==> config.mk <==
export PLATFORM = sky130hd
export DESIGN_NAME = bus_seq_top
export DESIGN_NICKNAME = d
export VERILOG_FILES = /design/src/rtl/bus_seq_pkg.sv /design/src/rtl/bus_seq_timer.sv /design/src/rtl/bus_seq_req_reg.sv /design/src/rtl/bus_seq_pins.sv /design/src/rtl/bus_seq_top.sv
export SDC_FILE = /design/constraint.sdc
export NUM_CORES = 1
export LEC_CHECK = 0
export ABC_AREA = 1
export CELL_PAD_IN_SITES_DETAIL_PLACEMENT = 0
export CELL_PAD_IN_SITES_GLOBAL_PLACEMENT = 1
export CORE_UTILIZATION = 33
export CTS_CLUSTER_DIAMETER = 80
export DETAILED_ROUTE_END_ITERATION = 10
export PLACE_DENSITY_LB_ADDON = 0.1
export SETUP_SLACK_MARGIN = 0.2
export SLEW_MARGIN = 30
export SYNTH_ARGS = -nofsm -noshare
export SYNTH_HDL_FRONTEND = slang
export SYNTH_SLANG_ARGS = --single-unit
==> constraint.sdc <==
create_clock -name clk -period 2.59 [get_ports clk]
set_clock_uncertainty 0.05 [all_clocks]
set_input_delay 0.259 -clock clk [delete_from_list [all_inputs] [get_ports clk]]
set_output_delay 0.259 -clock clk [all_outputs]
set_load 0.005 [all_outputs]
==> src/rtl/bus_seq_pkg.sv <==
package bus_seq_pkg;

  localparam int FETCH_LEN = 4;
  localparam int BASIC_LEN = 3;

  localparam logic [2:0] KIND_FETCH = 3'd0;
  localparam logic [2:0] KIND_MRD   = 3'd1;
  localparam logic [2:0] KIND_MWR   = 3'd2;
  localparam logic [2:0] KIND_IORD  = 3'd3;
  localparam logic [2:0] KIND_IOWR  = 3'd4;

  typedef enum logic [2:0] {
    TS_IDLE = 3'd0,
    TS_T1   = 3'd1,
    TS_T2   = 3'd2,
    TS_T3   = 3'd3,
    TS_T4   = 3'd4
  } tstate_e;

  typedef struct packed {
    logic io_m;
    logic s1;
    logic s0;
  } status_t;

  function automatic logic kind_legal(input logic [2:0] k);
    return k <= KIND_IOWR;
  endfunction

  function automatic logic kind_writes(input logic [2:0] k);
    return (k == KIND_MWR) || (k == KIND_IOWR);
  endfunction

  function automatic logic [2:0] cycle_len(input logic [2:0] k);
    return (k == KIND_FETCH) ? 3'(FETCH_LEN) : 3'(BASIC_LEN);
  endfunction

  function automatic status_t status_of(input logic [2:0] k);
    status_t st;
    case (k)
      KIND_FETCH: st = '{io_m: 1'b0, s1: 1'b1, s0: 1'b1};
      KIND_MRD:   st = '{io_m: 1'b0, s1: 1'b1, s0: 1'b0};
      KIND_MWR:   st = '{io_m: 1'b0, s1: 1'b0, s0: 1'b1};
      KIND_IORD:  st = '{io_m: 1'b1, s1: 1'b1, s0: 1'b0};
      KIND_IOWR:  st = '{io_m: 1'b1, s1: 1'b0, s0: 1'b1};
      default:    st = '{io_m: 1'b0, s1: 1'b0, s0: 1'b0};
    endcase
    return st;
  endfunction

endpackage

==> src/rtl/bus_seq_timer.sv <==
module bus_seq_timer
  import bus_seq_pkg::*;
(
  input  logic       clk,
  input  logic       rst_n,
  input  logic       start,
  input  logic [2:0] kind_in,
  output tstate_e    ts,
  output logic       last_t,
  output logic       done
);

  logic [2:0] len_q;

  assign last_t = (ts != TS_IDLE) && (3'(ts) == len_q);

  always_ff @(posedge clk) begin
    if (!rst_n) begin
      ts    <= TS_IDLE;
      len_q <= 3'd0;
      done  <= 1'b0;
    end else begin
      done <= last_t;
      if (ts == TS_IDLE) begin
        if (start) begin
          ts    <= TS_T1;
          len_q <= cycle_len(kind_in);
        end
      end else if (last_t) begin
        ts <= TS_IDLE;
      end else begin
        ts <= tstate_e'(3'(ts) + 3'd1);
      end
    end
  end

endmodule

==> src/rtl/bus_seq_req_reg.sv <==
module bus_seq_req_reg #(
  parameter int ADDR_W = 16,
  parameter int DATA_W = 8
) (
  input  logic              clk,
  input  logic              rst_n,
  input  logic              start,
  input  logic [2:0]        kind_in,
  input  logic [ADDR_W-1:0] addr_in,
  input  logic [DATA_W-1:0] wdata_in,
  output logic [2:0]        kind_q,
  output logic [ADDR_W-1:0] addr_q,
  output logic [DATA_W-1:0] wdata_q
);

  always_ff @(posedge clk) begin
    if (!rst_n) begin
      kind_q  <= 3'd0;
      addr_q  <= '0;
      wdata_q <= '0;
    end else if (start) begin
      kind_q  <= kind_in;
      addr_q  <= addr_in;
      wdata_q <= wdata_in;
    end
  end

endmodule

==> src/rtl/bus_seq_pins.sv <==
module bus_seq_pins
  import bus_seq_pkg::*;
#(
  parameter int ADDR_W = 16,
  parameter int DATA_W = 8,
  localparam int HI_W  = ADDR_W - DATA_W
) (
  input  logic              clk,
  input  logic              rst_n,
  input  tstate_e           ts,
  input  logic [2:0]        kind_q,
  input  logic [ADDR_W-1:0] addr_q,
  input  logic [DATA_W-1:0] wdata_q,
  input  logic [DATA_W-1:0] ad_in,
  output logic              strobe_phase,
  output logic              sample_now,
  output logic [HI_W-1:0]   addr_hi,
  output logic [DATA_W-1:0] ad_out,
  output logic              ad_oe,
  output logic              ale,
  output logic              io_m,
  output logic              s1,
  output logic              s0,
  output logic              rd_n,
  output logic              wr_n,
  output logic [DATA_W-1:0] rdata
);

  logic    active;
  logic    wr_kind;
  status_t st;

  assign active       = (ts != TS_IDLE);
  assign wr_kind      = kind_writes(kind_q);
  assign strobe_phase = (ts == TS_T2) || (ts == TS_T3);
  assign sample_now   = (ts == TS_T3) && !wr_kind;
  assign st           = active ? status_of(kind_q) : '0;

  always_comb begin
    ale     = (ts == TS_T1);
    io_m    = st.io_m;
    s1      = st.s1;
    s0      = st.s0;
    rd_n    = !(strobe_phase && !wr_kind);
    wr_n    = !(strobe_phase && wr_kind);
    addr_hi = active ? addr_q[ADDR_W-1:DATA_W] : '0;
    ad_oe   = 1'b0;
    ad_out  = '0;
    if (ts == TS_T1) begin
      ad_oe  = 1'b1;
      ad_out = addr_q[DATA_W-1:0];
    end else if (strobe_phase && wr_kind) begin
      ad_oe  = 1'b1;
      ad_out = wdata_q;
    end
  end

  always_ff @(posedge clk) begin
    if (!rst_n) begin
      rdata <= '0;
    end else if (sample_now) begin
      rdata <= ad_in;
    end
  end

endmodule

==> src/rtl/bus_seq_top.sv <==
module bus_seq_top
  import bus_seq_pkg::*;
#(
  parameter int ADDR_W = 16,
  parameter int DATA_W = 8,
  localparam int HI_W  = ADDR_W - DATA_W
) (
  input  logic              clk,
  input  logic              rst_n,
  input  logic              req_valid,
  input  logic [2:0]        req_kind,
  input  logic [ADDR_W-1:0] req_addr,
  input  logic [DATA_W-1:0] req_wdata,
  output logic              busy,
  output logic              done,
  output logic [DATA_W-1:0] rdata,
  output logic              ale,
  output logic              io_m,
  output logic              s1,
  output logic              s0,
  output logic              rd_n,
  output logic              wr_n,
  output logic [HI_W-1:0]   addr_hi,
  output logic [DATA_W-1:0] ad_out,
  output logic              ad_oe,
  input  logic [DATA_W-1:0] ad_in
);

  tstate_e           ts;
  logic              start;
  logic              last_t;
  logic              strobe_phase;
  logic              sample_now;
  logic [2:0]        kind_q;
  logic [ADDR_W-1:0] addr_q;
  logic [DATA_W-1:0] wdata_q;

  assign busy  = (ts != TS_IDLE);
  assign start = req_valid && !busy && kind_legal(req_kind);

  bus_seq_timer u_timer (
    .clk    (clk),
    .rst_n  (rst_n),
    .start  (start),
    .kind_in(req_kind),
    .ts     (ts),
    .last_t (last_t),
    .done   (done)
  );

  bus_seq_req_reg #(.ADDR_W(ADDR_W), .DATA_W(DATA_W)) u_req (
    .clk     (clk),
    .rst_n   (rst_n),
    .start   (start),
    .kind_in (req_kind),
    .addr_in (req_addr),
    .wdata_in(req_wdata),
    .kind_q  (kind_q),
    .addr_q  (addr_q),
    .wdata_q (wdata_q)
  );

  bus_seq_pins #(.ADDR_W(ADDR_W), .DATA_W(DATA_W)) u_pins (
    .clk         (clk),
    .rst_n       (rst_n),
    .ts          (ts),
    .kind_q      (kind_q),
    .addr_q      (addr_q),
    .wdata_q     (wdata_q),
    .ad_in       (ad_in),
    .strobe_phase(strobe_phase),
    .sample_now  (sample_now),
    .addr_hi     (addr_hi),
    .ad_out      (ad_out),
    .ad_oe       (ad_oe),
    .ale         (ale),
    .io_m        (io_m),
    .s1          (s1),
    .s0          (s0),
    .rd_n        (rd_n),
    .wr_n        (wr_n),
    .rdata       (rdata)
  );

endmodule

# After elaboration in Yosys (flattened, before gate mapping)
# Index checks and enable logic that the tools add are counted.
# op_classes
add_sub_neg	1
magnitude_cmp	1
n_eq_ne	9
muxes	11
reduce_logical	17
# op_table
cell	n
8-bit 2-to-1 mux	3
3-bit 2-to-1 mux	5
3-bit one-hot mux with 5 select lines	1
3-bit by 2-bit equality test with 1-bit output, second input constant	4
3-bit logical NOT	3
3-bit by 1-bit equality test with 1-bit output, second input constant	2
1-bit logical AND	6
1-bit logical NOT	4
3-bit by 1-bit adder with 3-bit output, second input constant	1
3-bit equality test	1
3-bit equality test, second input constant	1
3-bit <= comparator, second input constant	1
3-bit nonzero test	1
1-bit logical OR	2
1-bit 2-to-1 mux	2
2-bit != test, second input constant	1
2-bit AND reduction	1
# totals
register_bits	42
inputBits	38
output_inout_bits	33
word_cells	46

# Logic depth before layout (Yosys ltp)
# depth
word_depth	6
mapped_depth	9
mapped_depth_nobuf	8

# By module
# A second synthesis with hierarchy kept.
# unflattened
cells_unflattened	338
hier_area_um2	2183.3
# by_module_without_submodules
module	n_inst	cells_per_inst	area_each_um2
bus_seq_req_reg	1	171	1168.6
bus_seq_pins	1	116	669.4
bus_seq_timer	1	43	311.5
bus_seq_top	1	8	33.8

# Least setup slack after synthesis
# No wires, ideal clock.
# synth_timing
kind	register to output
startpoint	register u_timer.ts[0]
endpoint	output ad_out[0]
arrival_ps	1248
slack_ps	1033
stages_incl_launch_ff	7
n_path_buf	1
path_cell_list	dfxtp_1 -> ha_1 -> ha_1 -> buf_2 -> a21o_1 -> nand3_2 -> o21ai_0
# synth_between
elab_chain_len	5
word_cells_on_any_way	7
cone_classes	3 x eq/ne; 2 x mux; 2 x reduce/logical
# synth_lines
item	line	text
from (decl)	bus_seq_timer.sv:8	output tstate_e ts,
from (signal assigned)	bus_seq_timer.sv:32	ts <= tstate_e'(3'(ts) + 3'd1);
3-bit by 2-bit equality test with 1-bit output	bus_seq_pins.sv:35	assign strobe_phase = (ts == TS_T2) || (ts == TS_T3);
1-bit logical OR	bus_seq_pins.sv:35	
1-bit logical AND	bus_seq_pins.sv:52	end else if (strobe_phase && wr_kind) begin
8-bit 2-to-1 mux	bus_seq_pins.sv:52	
8-bit 2-to-1 mux *	bus_seq_pins.sv:49	if (ts == TS_T1) begin
to (decl)	bus_seq_top.sv:24	output logic [DATA_W-1:0] ad_out,
# Every way passes the cells marked *; elsewhere a longest branch is shown, timed or not.

# Worst setup path in the final report
# layout_timing
startpoint	register u_timer.ts[0]
endpoint	output addr_hi[0]
# layout_between
elab_chain_len	2
# layout_lines
item	line	text
3-bit nonzero test	bus_seq_pins.sv:33	assign active = (ts != TS_IDLE);
8-bit 2-to-1 mux	bus_seq_pins.sv:46	addr_hi = active ? addr_q[ADDR_W-1:DATA_W] : '0;
to (decl)	bus_seq_top.sv:23	output logic [HI_W-1:0] addr_hi,
# Every way passes these cells.

==> results.md <==
- The flow ran to the end, and the final reports show no timing, DRC or antenna violations.
- Setup violations remaining at the end of the flow were counted as 0.
- For this design, the sink count on the clock tree is 41.
- After detailed routing, the number of vias per cell comes to 4.45.
- Max-cap violations in this run came to 0.
- For this run, design rule violations remaining after detail routing come to 0.
- For this run, global-route usage on met2 was measured as 27.9%.
- In the synthesized netlist the async set-or-reset flop fraction comes to 0%.
- The number of optimization iterations in the first detailed-route pass is 4.
- The max-slew violation total from the final report is 0.
- The worst-case vdd ir drop is 372 µV.
- Synthesis produced a netlist with a net count of 315.
- Summed over all nets, the half-perimeter wirelength after detailed placement is 3340 µm.
- Of the cells placed in the final design, the portion with a size suffix greater than 1 is 9.57%.
- The overall power after layout is 2.39 mW.
- In this run the vertical extent of the chip is 78.2 µm.
- The smallest clock period supported by the final layout is computed as 2.31 ns.
- At the end of routability-driven placement, the weighted congestion stood at 0.733.
- The delay of the slowest cell on the worst path is 0.52 ns.
- After clock tree synthesis, the clock-pin slew on the worst setup and hold paths is 0.08 ns.
- The first-pass GRT wire length is 8220 µm.
- After synthesis the cells add up to 0.00192 mm².
- The worst setup path is captured at an output port.
- For this configuration, the core starts out at a cell density of 34.6%.
- TritonCTS built the clock tree.
- After synthesis the netlist holds a flip-flop and latch count of 41.
- The global routing stage identified its most utilized layer as met2.
- In the final timing run, aggregate negative setup slack is 0 ns.
- The synthesized area per cell is 7.04 µm².
- The critical path's slowest cell is sky130_fd_sc_hd__clkdlybuf4s50_1.
- The die is 78.2 µm wide.
- The peak fanout along the critical path is 6.
- The critical path goes through inv_1 -> ha_2 -> nand2_4 -> clkinvlp_4 -> buf_4 -> nor2_1 -> clkdlybuf4s50_1.
- Summing over every cut layer, the via total after detailed routing is 1856.
- Data arrives at the worst endpoint at 2.00 ns.
- The region available for standard cell placement spans 0.00554 mm².
- The maximum clock frequency is 432 MHz.
- The total global routing overflow is 0.
- The finished cells cover 0.00282 mm².
- The met1 routing resource usage after global routing is 22.3%.
- The tightest min-delay check is of the reg2reg type.
- After the last flow step, the layout net total stands at 388.
- The via count of the first global-routing pass is 1747.
- The required time reported for the critical path endpoint is 2.28 ns.
- The number of CTS-inserted buffers is 5.
- The tightest hold path in the finished design has a slack of 0.434 ns.
- The CTS H-tree depth is 2.
- In this run the remaining antenna-violating nets after routing total 0.
- The synthesized design contains 0 enable-type register cells.
- In this run, distinct cell masters in the synthesized netlist total 29.
- The wire length after detailed routing is 4750 µm.
- In this run the core area contains 27 standard-cell rows.
- For the pin with the worst max-slew slack, the measured transition is 0.389 ns.
- The total track usage is 17.1%.
- Setup repair after global routing could not meet its margin everywhere.
- Among all flip-flop cells after synthesis, the most frequent one is sky130_fd_sc_hd__dfxtp_1.
- The count of port buffers added during placement is 70.
- The largest net degree at the start of global routing is 27.
- In the layout the commonest cells are sky130_fd_sc_hd__nor2_1, sky130_fd_sc_hd__clkdlybuf4s50_1, sky130_fd_sc_hd__nand2_1, sky130_fd_sc_hd__dfxtp_1, sky130_fd_sc_hd__o21ai_0.
- The hold violation count in the final report was 0.
- The maximum clock path buffer count is 2.
- The DRC marker count from the first detailed-route iteration is 59.
- The post-route clock period utilization is 89.3%.
- For this run, the number of Yosys warnings is 0.
- In this run the count of I/O pins placed on the die edge is 71.
- The floorplan die area is 0.00611 mm².
- Clock latency on the worst-skew pair, taken at its later pin, is 0.29 ns.
- Measured against its own limit, the worst slew margin works out to 74.0%.
- STA classifies the critical path startpoint as a flop.
- The root buffer selected by CTS is sky130_fd_sc_hd__clkbuf_8.
- For met3 alone, demand over resource in global routing was 2.67%.
- The number of antenna diodes in the final layout is 0.
- The most frequent standard cell in the layout excluding fill and tap cells is sky130_fd_sc_hd__nor2_1.
- The placed instances occupy a cell area of 0.00266 mm².
- The initial antenna violation count came to 0.
- The average detailed-routed wire length per instance is 11.4 µm.
- After technology mapping, the gate count stands at 272.
- Relative to the synthesized area, the layout overhead comes to 47.2%.
- The power density over the cells is 846 mW/mm².
- The critical path is of the reg2out type.
- The fraction of the yosys area taken by sequential cells is 42.8%.
- In this run the static leakage power is 1.21 nW.
layer usage:
| layer | routed length (µm) | vias to the layer above |
|---|---|---|
| met5 | 0 | - |
| met4 | 66 | 0 |
| met3 | 207 | 5 |
| met2 | 2150 | 46 |
| met1 | 2330 | 809 |
| li1 | - | 996 |
synth_stat cells, types with 3 or more instances:
cell,count,area (µm²)
sky130_fd_sc_hd__buf_6,3,33.8
sky130_fd_sc_hd__nand2_1,40,150
sky130_fd_sc_hd__clkbuf_1,3,11.3
sky130_fd_sc_hd__nand3_1,12,60.1
sky130_fd_sc_hd__ha_1,5,62.6
sky130_fd_sc_hd__nand2_2,3,18.8
sky130_fd_sc_hd__dfxtp_1,41,821
sky130_fd_sc_hd__nor2_1,71,267
sky130_fd_sc_hd__o21ai_0,32,160
sky130_fd_sc_hd__inv_1,23,86.3
sky130_fd_sc_hd__buf_2,3,15.0
sky130_fd_sc_hd__a21oi_1,15,75.1
worst max-delay path: cells and delay by family (launching register included):
| kind | cells | cell delay (ns) |
|---|---|---|
| buffers and inverters | 4 | 0.94 |
| flip-flops | 1 | 0.37 |
| adder cells (fa/ha/maj) | 1 | 0.21 |
| AND/OR/NAND/NOR | 2 | 0.19 |
cell type report:
type	instances	area (µm²)
multi-input cells	191	925
well taps	72	90.1
flip-flops and latches	41	826
repair buffers	79	783
clock buffers	7	86.3
fillers	566	2720
inverters	27	109
metrics by stage:
| stage | worst slack (ns) | std cells | util [%] |
|---|---|---|---|
| floorplan | 1.03 | 272 | - |
| global placement | 0.334 | 405 | 47.9 |
| detailed placement | 0.348 | 405 | 47.9 |
| CTS | 0.201 | 416 | 50.4 |
| global route | 0.194 | 417 | 50.9 |
| finish | 0.278 | 417 | 50.9 |
state kept, by name (all words and copies together) (netlist names):
name,flops
u_req.addr_q,16
u_timer.done,1
u_timer.ts,3
u_timer.len_q,2
u_pins.rdata,8
u_req.wdata_q,8
u_req.kind_q,3
where the power goes:
group	leakage (nW)	total, mW	internal, mW	switching (mW)
Clock	0.0443	0.424	0.212	0.212
Combinational	0.831	1.11	0.556	0.558
Sequential	0.337	0.847	0.768	0.0794
Total	1.21	2.39	1.54	0.850
timing repair:
item,in CTS,in global routing
hold buffers,0,0
setup buffers,4,1
setup endpoints to repair,18,11
gates resized for setup,8,10
path summary, 6_finish.rpt:
kind | from | end | slack [ns] | cells after the start
hold reg to reg | u_pins.rdata[1] | u_pins.rdata[1] | 0.43 | 2
hold / removal | u_pins.rdata[1] | u_pins.rdata[1] | 0.43 | 2
setup reg to reg | u_timer.ts[0] | u_req.kind_q[0] | 0.74 | 8
setup / recovery | u_timer.ts[0] | addr_hi[0] | 0.28 | 7
cells by family (layout without fill, tap and decap cells):
| group | Yosys count | in the layout | share of synthesized area, % |
|---|---|---|---|
| XOR/XNOR | 1 | 1 | 0.457 |
| buffers and inverters | 40 | 113 | 9.67 |
| flip-flops | 41 | 41 | 42.8 |
| adder cells (fa/ha/maj) | 5 | 5 | 3.27 |
| AO/OA/AOI/OAI | 52 | 52 | 14.8 |
| AND/OR/NAND/NOR | 133 | 133 | 29.0 |
Power figures use the tool's default switching activity.
